==> config.mk <==
export PLATFORM = sky130hd
export DESIGN_NAME = ctl_decoder
export DESIGN_NICKNAME = d
export VERILOG_FILES = /design/src/rtl/ctl_pkg.sv /design/src/rtl/ctl_classify.sv /design/src/rtl/ctl_strobes.sv /design/src/rtl/ctl_decoder.sv
export SDC_FILE = /design/constraint.sdc
export NUM_CORES = 1
export LEC_CHECK = 0
export BUFFER_PORTS_ARGS = -buffer_cell sky130_fd_sc_hd__buf_2
export CORE_AREA = 2 2 39 41
export DETAILED_ROUTE_END_ITERATION = 16
export DIE_AREA = 0 0 41 43
export GPL_TIMING_DRIVEN = 1
export PLACE_DENSITY = 0.73
export SETUP_SLACK_MARGIN = 0.2
export SLEW_MARGIN = 20
export SYNTH_ARGS = -nofsm -noshare
export SYNTH_HDL_FRONTEND = slang
export SYNTH_HIERARCHICAL = 1
export SYNTH_SLANG_ARGS = --single-unit
==> constraint.sdc <==
create_clock -name vclk -period 2.57
set_input_delay 0.257 -clock vclk [all_inputs]
set_output_delay 0.257 -clock vclk [all_outputs]
set_load 0.02 [all_outputs]
==> src/rtl/ctl_pkg.sv <==
package ctl_pkg;
  localparam int OP_W  = 6;
  localparam int FN_W  = 6;
  localparam int ALU_W = 3;
  localparam int PC_W  = 2;

  typedef enum logic [ALU_W-1:0] {
    ALU_AND = 3'b000,
    ALU_OR  = 3'b001,
    ALU_SLT = 3'b010,
    ALU_ADD = 3'b011,
    ALU_SUB = 3'b100
  } aluOp_e;

  typedef enum logic [PC_W-1:0] {
    PC_BRANCH = 2'b00,
    PC_JUMP   = 2'b01,
    PC_REG    = 2'b10,
    PC_SEQ    = 2'b11
  } pcClass_e;

  typedef enum logic [4:0] {
    K_BAD, K_RAND, K_ROR, K_RSLT, K_RADD, K_RSUB,
    K_ANDI, K_ORI, K_SLTI, K_ADDI,
    K_LDW, K_LDB, K_STW, K_STB,
    K_BEQ, K_BNE, K_J, K_JAL, K_JR, K_JALR
  } instKind_e;

  typedef struct packed {
    aluOp_e   aluOp;
    logic     aluSrcImm;
    logic     wbFromMem;
    logic     destRt;
    logic     destLink;
    logic     wbLink;
    logic     branchInv;
    logic     memEn;
    logic     memWrite;
    logic     regWrite;
    pcClass_e pcClass;
  } ctlStrobes_t;
endpackage

==> src/rtl/ctl_classify.sv <==
module ctl_classify
  import ctl_pkg::*;
(
  input  logic [OP_W-1:0] opcode,
  input  logic [FN_W-1:0] funct,
  output instKind_e       kind
);
  always_comb begin
    kind = K_BAD;
    unique case (opcode)
      6'h00: begin
        unique case (funct)
          6'h24:   kind = K_RAND;
          6'h25:   kind = K_ROR;
          6'h2a:   kind = K_RSLT;
          6'h20:   kind = K_RADD;
          6'h22:   kind = K_RSUB;
          6'h08:   kind = K_JR;
          6'h09:   kind = K_JALR;
          default: kind = K_BAD;
        endcase
      end
      6'h06:   kind = K_ANDI;
      6'h0d:   kind = K_ORI;
      6'h0a:   kind = K_SLTI;
      6'h08:   kind = K_ADDI;
      6'h23:   kind = K_LDW;
      6'h20:   kind = K_LDB;
      6'h2b:   kind = K_STW;
      6'h28:   kind = K_STB;
      6'h04:   kind = K_BEQ;
      6'h05:   kind = K_BNE;
      6'h02:   kind = K_J;
      6'h03:   kind = K_JAL;
      default: kind = K_BAD;
    endcase
  end
endmodule

==> src/rtl/ctl_strobes.sv <==
module ctl_strobes
  import ctl_pkg::*;
(
  input  instKind_e   kind,
  output ctlStrobes_t strobes
);
  always_comb begin
    strobes = '{aluOp: ALU_ADD, pcClass: PC_SEQ, default: 1'b0};
    unique case (kind)
      K_RAND: begin strobes.aluOp = ALU_AND; strobes.regWrite = 1'b1; end
      K_ROR:  begin strobes.aluOp = ALU_OR;  strobes.regWrite = 1'b1; end
      K_RSLT: begin strobes.aluOp = ALU_SLT; strobes.regWrite = 1'b1; end
      K_RADD: begin strobes.aluOp = ALU_ADD; strobes.regWrite = 1'b1; end
      K_RSUB: begin strobes.aluOp = ALU_SUB; strobes.regWrite = 1'b1; end
      K_ANDI, K_ORI, K_SLTI, K_ADDI: begin
        strobes.aluSrcImm = 1'b1;
        strobes.destRt    = 1'b1;
        strobes.regWrite  = 1'b1;
        strobes.aluOp = (kind == K_ANDI) ? ALU_AND :
                        (kind == K_ORI)  ? ALU_OR  :
                        (kind == K_SLTI) ? ALU_SLT : ALU_ADD;
      end
      K_LDW, K_LDB: begin
        strobes.aluSrcImm = 1'b1;
        strobes.destRt    = 1'b1;
        strobes.wbFromMem = 1'b1;
        strobes.memEn     = 1'b1;
        strobes.regWrite  = 1'b1;
      end
      K_STW, K_STB: begin
        strobes.aluSrcImm = 1'b1;
        strobes.memEn     = 1'b1;
        strobes.memWrite  = 1'b1;
      end
      K_BEQ, K_BNE: begin
        strobes.aluOp     = ALU_SUB;
        strobes.pcClass   = PC_BRANCH;
        strobes.branchInv = (kind == K_BNE);
      end
      K_J:   strobes.pcClass = PC_JUMP;
      K_JAL: begin
        strobes.pcClass  = PC_JUMP;
        strobes.destLink = 1'b1;
        strobes.wbLink   = 1'b1;
        strobes.regWrite = 1'b1;
      end
      K_JR:  strobes.pcClass = PC_REG;
      K_JALR: begin
        strobes.pcClass  = PC_REG;
        strobes.wbLink   = 1'b1;
        strobes.regWrite = 1'b1;
      end
      default: ;
    endcase
  end

  always_comb begin
    p_write_needs_access_r8: assert (!strobes.memWrite || strobes.memEn);
    p_store_never_writes_reg_r10: assert (!strobes.memWrite || !strobes.regWrite);
    p_load_data_path_r4: assert (!strobes.wbFromMem ||
                                 (strobes.memEn && !strobes.memWrite && strobes.regWrite));
    p_link_dest_has_link_data_r6: assert (!strobes.destLink || strobes.wbLink);
    p_inverted_only_on_branch_r7: assert (!strobes.branchInv || strobes.pcClass == PC_BRANCH);
    p_mem_uses_immediate_r3: assert (!strobes.memEn || strobes.aluSrcImm);
  end
endmodule

==> src/rtl/ctl_decoder.sv <==
module ctl_decoder
  import ctl_pkg::*;
(
  input  logic [OP_W-1:0]  opcode,
  input  logic [FN_W-1:0]  funct,
  output logic [ALU_W-1:0] aluOp,
  output logic             aluSrcImm,
  output logic             wbFromMem,
  output logic             destRt,
  output logic             destLink,
  output logic             wbLink,
  output logic             branchInv,
  output logic             memEn,
  output logic             memWrite,
  output logic             regWrite,
  output logic [PC_W-1:0]  pcClass
);
  instKind_e   kind;
  ctlStrobes_t strobes;

  ctl_classify i_classify (.opcode(opcode), .funct(funct), .kind(kind));
  ctl_strobes  i_strobes  (.kind(kind), .strobes(strobes));

  assign aluOp     = strobes.aluOp;
  assign aluSrcImm = strobes.aluSrcImm;
  assign wbFromMem = strobes.wbFromMem;
  assign destRt    = strobes.destRt;
  assign destLink  = strobes.destLink;
  assign wbLink    = strobes.wbLink;
  assign branchInv = strobes.branchInv;
  assign memEn     = strobes.memEn;
  assign memWrite  = strobes.memWrite;
  assign regWrite  = strobes.regWrite;
  assign pcClass   = strobes.pcClass;
endmodule

Word-level counts from Yosys, hierarchy flattened
Cells that the tools add are included.
- bits in registers: 0
- latch bits: 0
- memory bits (writable): 0
- ROM bits: 0
- input port bits: 12
- output and inout bits: 14
- logic and storage cells: 67
- memories: 0
- $add $sub $neg: 0
- multiply operators: 0
- div/mod/pow operators: 0
- order comparisons: 0
- equal/unequal tests: 38
- shift-type cells: 0
- multiplexer cells: 16
- bitwise gates (word level): 0
- reduce and logical (&&, ||, !) cells: 13
- operators by type and width (operator ; count):
    5-bit one-hot mux with 13 select lines ; 1
    6-bit == test, second input constant ; 9
    5-bit by 4-bit == test with 1-bit output, second input constant ; 8
    5-bit one-hot mux with 7 select lines ; 1
    6-bit by 4-bit == test with 1-bit output, second input constant ; 5
    5-bit by 3-bit == test with 1-bit output, second input constant ; 4
    5-bit == test, second input constant ; 4
    6-bit by 3-bit == test with 1-bit output, second input constant ; 3
    3-bit one-hot mux with 5 select lines ; 1
    13-bit OR reduction ; 1
    6-bit by 2-bit == test with 1-bit output, second input constant ; 2
    2-bit OR reduction ; 6
    5-bit by 2-bit == test with 1-bit output, second input constant ; 2
    1-bit 2-to-1 mux ; 10
    4-bit OR reduction ; 2
    8-bit OR reduction ; 1
    6-bit logical NOT ; 1
    3-bit 2-to-1 mux ; 2
    2-bit one-hot mux with 3 select lines ; 1
    6-bit OR reduction ; 1
    5-bit by 1-bit == test with 1-bit output, second input constant ; 1
    3-bit OR reduction ; 1

Logic depth before layout (Yosys ltp)
- depth in word-level cells: 8
- depth in mapped cells: 9
- mapped depth without buffers: 7

By module
The synthesis kept the hierarchy.
- by module, submodules not included (module ; times used ; cells each ; area each (µm²) ; seq. area each (µm²)):
    ctl_classify ; 1 ; 47 ; 317.8 ; 0.0
    ctl_strobes ; 1 ; 39 ; 236.5 ; 0.0

Worst setup path before layout
OpenSTA, ideal clock, no wires.
- path type: input -> output
- start point: in opcode[3]
- end point: out destLink
- arrival time: 2.056 ns
- data required time: 2.313 ns
- slack: 0.257 ns
- cell stages on the path: 8
- buffers on the path: 1
- cell sequence: buf_6 -> or4_4 -> nor4_4 -> nand2_1 -> o22ai_1 -> inv_1 -> nor3b_2 -> and2b_1
- longest elaborated chain between the ends: 4
- elaborated cells on any way between the ends: 16
- those cells by class: eq/ne: 13; mux: 2; reduce/logical: 1
- RTL lines (what ; RTL line ; RTL):
    start: declaration ; ctl_decoder.sv:4 ; input logic [OP_W-1:0] opcode,
    6-bit by 2-bit == test with 1-bit output (tied with other cells) ; ctl_classify.sv:10 ; unique case (opcode)
    5-bit one-hot mux with 13 select lines * ; ctl_classify.sv:10 ;
    via kind[0] ; ctl_decoder.sv:18 ; instKind_e kind;
    5-bit == test * ; ctl_strobes.sv:9 ; unique case (kind)
    1-bit 2-to-1 mux * ; ctl_strobes.sv:9 ;
    end: declaration ; ctl_decoder.sv:10 ; output logic destLink,
The timed path passes the listed nets; every way through them passes the cells marked *.

Final worst setup path
- start point: in opcode[4]
- end point: out aluOp[0]
- longest elaborated chain between the ends: 7
- elaborated cells on any way between the ends: 30
- those cells by class: eq/ne: 22; mux: 5; reduce/logical: 3
- RTL lines (what ; RTL line ; RTL):
    6-bit by 2-bit == test with 1-bit output (tied with other cells) ; ctl_classify.sv:10 ;
    5-bit one-hot mux with 13 select lines * ; ctl_classify.sv:10 ;
    via kind[0] ; ctl_decoder.sv:18 ;
    5-bit by 4-bit == test with 1-bit output ; ctl_strobes.sv:9, ctl_strobes.sv:21 ;
    1-bit 2-to-1 mux ; ctl_strobes.sv:21 ; (kind == K_SLTI) ? ALU_SLT : ALU_ADD;
    3-bit 2-to-1 mux ; ctl_strobes.sv:20 ; (kind == K_ORI) ? ALU_OR :
    3-bit 2-to-1 mux ; ctl_strobes.sv:19 ; strobes.aluOp = (kind == K_ANDI) ? ALU_AND :
    3-bit one-hot mux with 5 select lines * ; ctl_strobes.sv:9 ;
    end: declaration ; ctl_decoder.sv:6 ; output logic [ALU_W-1:0] aluOp,
Marked as above.

==> metrics.txt <==
run status finished clean; RSZ-0062 raised after global routing yes; largest net degree at the start of global routing 13; vias in the first global route 579; Seq cells 0; share of layout cells above drive strength 1 0.4248; count of hold buffers inserted by post-cts repair 0; Core ar. 1384 sq um; slew margin rel. 0.7683; DRT iter0 DRCs 12; ANT cells 0; crit path max fanout 5; CP endpoint kind output pin; Final Hold Fails 0; Seq/Total Area, Yosys 0; Tcrit/Tclk final 0.8966; HP Class input port to output pin; wire per inst between 10 and 15 um; Port-buffer cells 26; starting density of the core 0.4005; library cells used by synthesis 38; die height 43 um; first-pass GRT wire length 2270 um; mean post-synth cell area ~6.4 sq um; crit path DAT ~2.1 ns; sequential cell area 0 sq um; number of detailed-route iterations in the first pass 4; Post-DRT Antenna Nets 0; maximum clock frequency 0.4340 GHz; Total GRT Usage 0.1668; Net count, final 127; Syn. warnings 6; Residual DRC 0; DP HPWL 1029 um; synthesized cell area 554.3 sq um; Startpoint Class input port; final estimated routing congestion in global placement between 0.8 and 0.9; most common cell after layout, fill and taps aside buf_2; fin crit period between 2 and 2.5 ns; row count 14; worst slew pin tran 0.3467 ns; VDD IR-drop max approximately 65 uV; Hold WS between 1 and 1.5 ns; Layout area overhead 38.15%; Ports 26; Final Max Tran Viols 0; most frequent cells in the layout buf_2 (23), nor2_1 (15), a21oi_1 (9), buf_4 (9), nand2b_1 (7); die area 1763 sq um; clkbuf count 0; overall die width 41 um; total negative slack 0 ns; routed vias 705; max_cap viols 0; kind of critical path input port to output pin; Setup violations, final 0; power density cells 140.4 nW/um^2; initial antenna violation count 0; routed vias/inst 5.465; Leakage 0.3104 nW; Routed WL approximately 1400 um; total gr overflow 0; required time worst endpoint 2.31 ns; # fillers 133; syn nets between 90 and 100; Cells after Synth 86
## Yosys cell counts
master	instances	area (sq um)
a211oi_1	2	15.01
a21o_1	1	7.510
a21oi_1	9	45.04
a22oi_1	2	15.01
a31oi_1	1	6.260
and2b_1	1	7.510
and2b_2	1	8.760
and3_1	1	6.260
and4b_1	1	10.01
buf_2	4	20.02
buf_4	2	15.01
buf_6	1	11.26
inv_1	2	7.510
mux2_2	2	22.52
nand2_1	6	22.52
nand2b_1	7	43.79
nand3_1	1	5.000
nand3b_1	1	7.510
nor2_1	15	56.30
nor2b_1	3	18.77
nor2b_4	1	13.76
nor3_1	2	10.01
nor3b_1	1	7.510
nor3b_2	2	25.02
nor4_1	1	6.260
nor4_4	1	21.27
o21a_1	1	7.510
o21ai_0	2	10.01
o21ai_1	1	5.000
o21bai_1	1	7.510
o221a_2	1	11.26
o22a_1	1	8.760
o22a_2	1	10.01
o22ai_1	2	12.51
o2bb2ai_1	1	8.760
o32ai_1	2	17.52
or4_4	1	11.26
xor2_1	1	8.760
## where the power goes
| group | leakage, nW | internal [mW] | switching [mW] | total, mW |
|---|---|---|---|---|
| logic | 0.310 | 0.0469 | 0.0606 | 0.107 |
| registers | 0 | 0 | 0 | 0 |
| clock network | 0 | 0 | 0 | 0 |
## stage by stage
step	cell area, sq um	std cells	utilization	power (mW)	worst slack [ns]
finish	765.7	129	0.5533	0.1075	0.2658
global route	765.7	129	0.5533	0.1187	0.1496
CTS	713.2	128	0.5154	0.09908	0.2083
detailed placement	688.2	125	0.4973	0.09535	0.1772
global placement	688.2	125	0.4973	0.09452	0.2226
floorplan	554.3	86	-	0.06862	0.2565
## worst max-delay path, stage by stage
cell	delay, ns
buf_2	0.14
or4_4	0.56
nor4_4	0.19
nand2_1	0.13
o22ai_4	0.15
inv_1	0.11
a211oi_1	0.24
o21bai_1	0.10
buf_2	0.16
## final timing paths
path	startpoint	endpoint	slack (ns)	depth (start not counted)
worst max-delay path	opcode[4]	aluOp[0]	0.27	9
worst min-delay path	opcode[4]	wbLink	1.10	5
## what timing repair did
action                                  CTS  global route
endpoints found under the setup margin    4             9
gates cloned                              0             0
pin swaps                                 0             2
buffers inserted                          3             1
resized for setup                         1            10
hold endpoints to repair                  0             0
## metal layers
metal  track usage  part of all wire  up-vias
li1              -                 -      372
met1        0.2532              0.48      320
met2        0.2719              0.49       13
met3             0             0.029        0
met4             0                 0        0
met5             0                 0        -
## logic make-up (layout without fill, tap and decap cells)
family	count (synthesis)	after routing	synth area share
buffers and inverters	9	36	0.09706
xor gates and xnor gates	1	1	0.01580
and+or+nand+nor	46	46	0.5079
AOI/OAI and AO/OA	28	28	0.3386
muxes	2	2	0.04063
## cell type report
type                       count  area [sq um]  area share
tap                           16         20.02     0.02614
timing repair buffer          34         205.2      0.2680
multi-input combinational     77         533.0      0.6961
inverter                       2         7.507    0.009804
(Power assumes the default switching activity.)
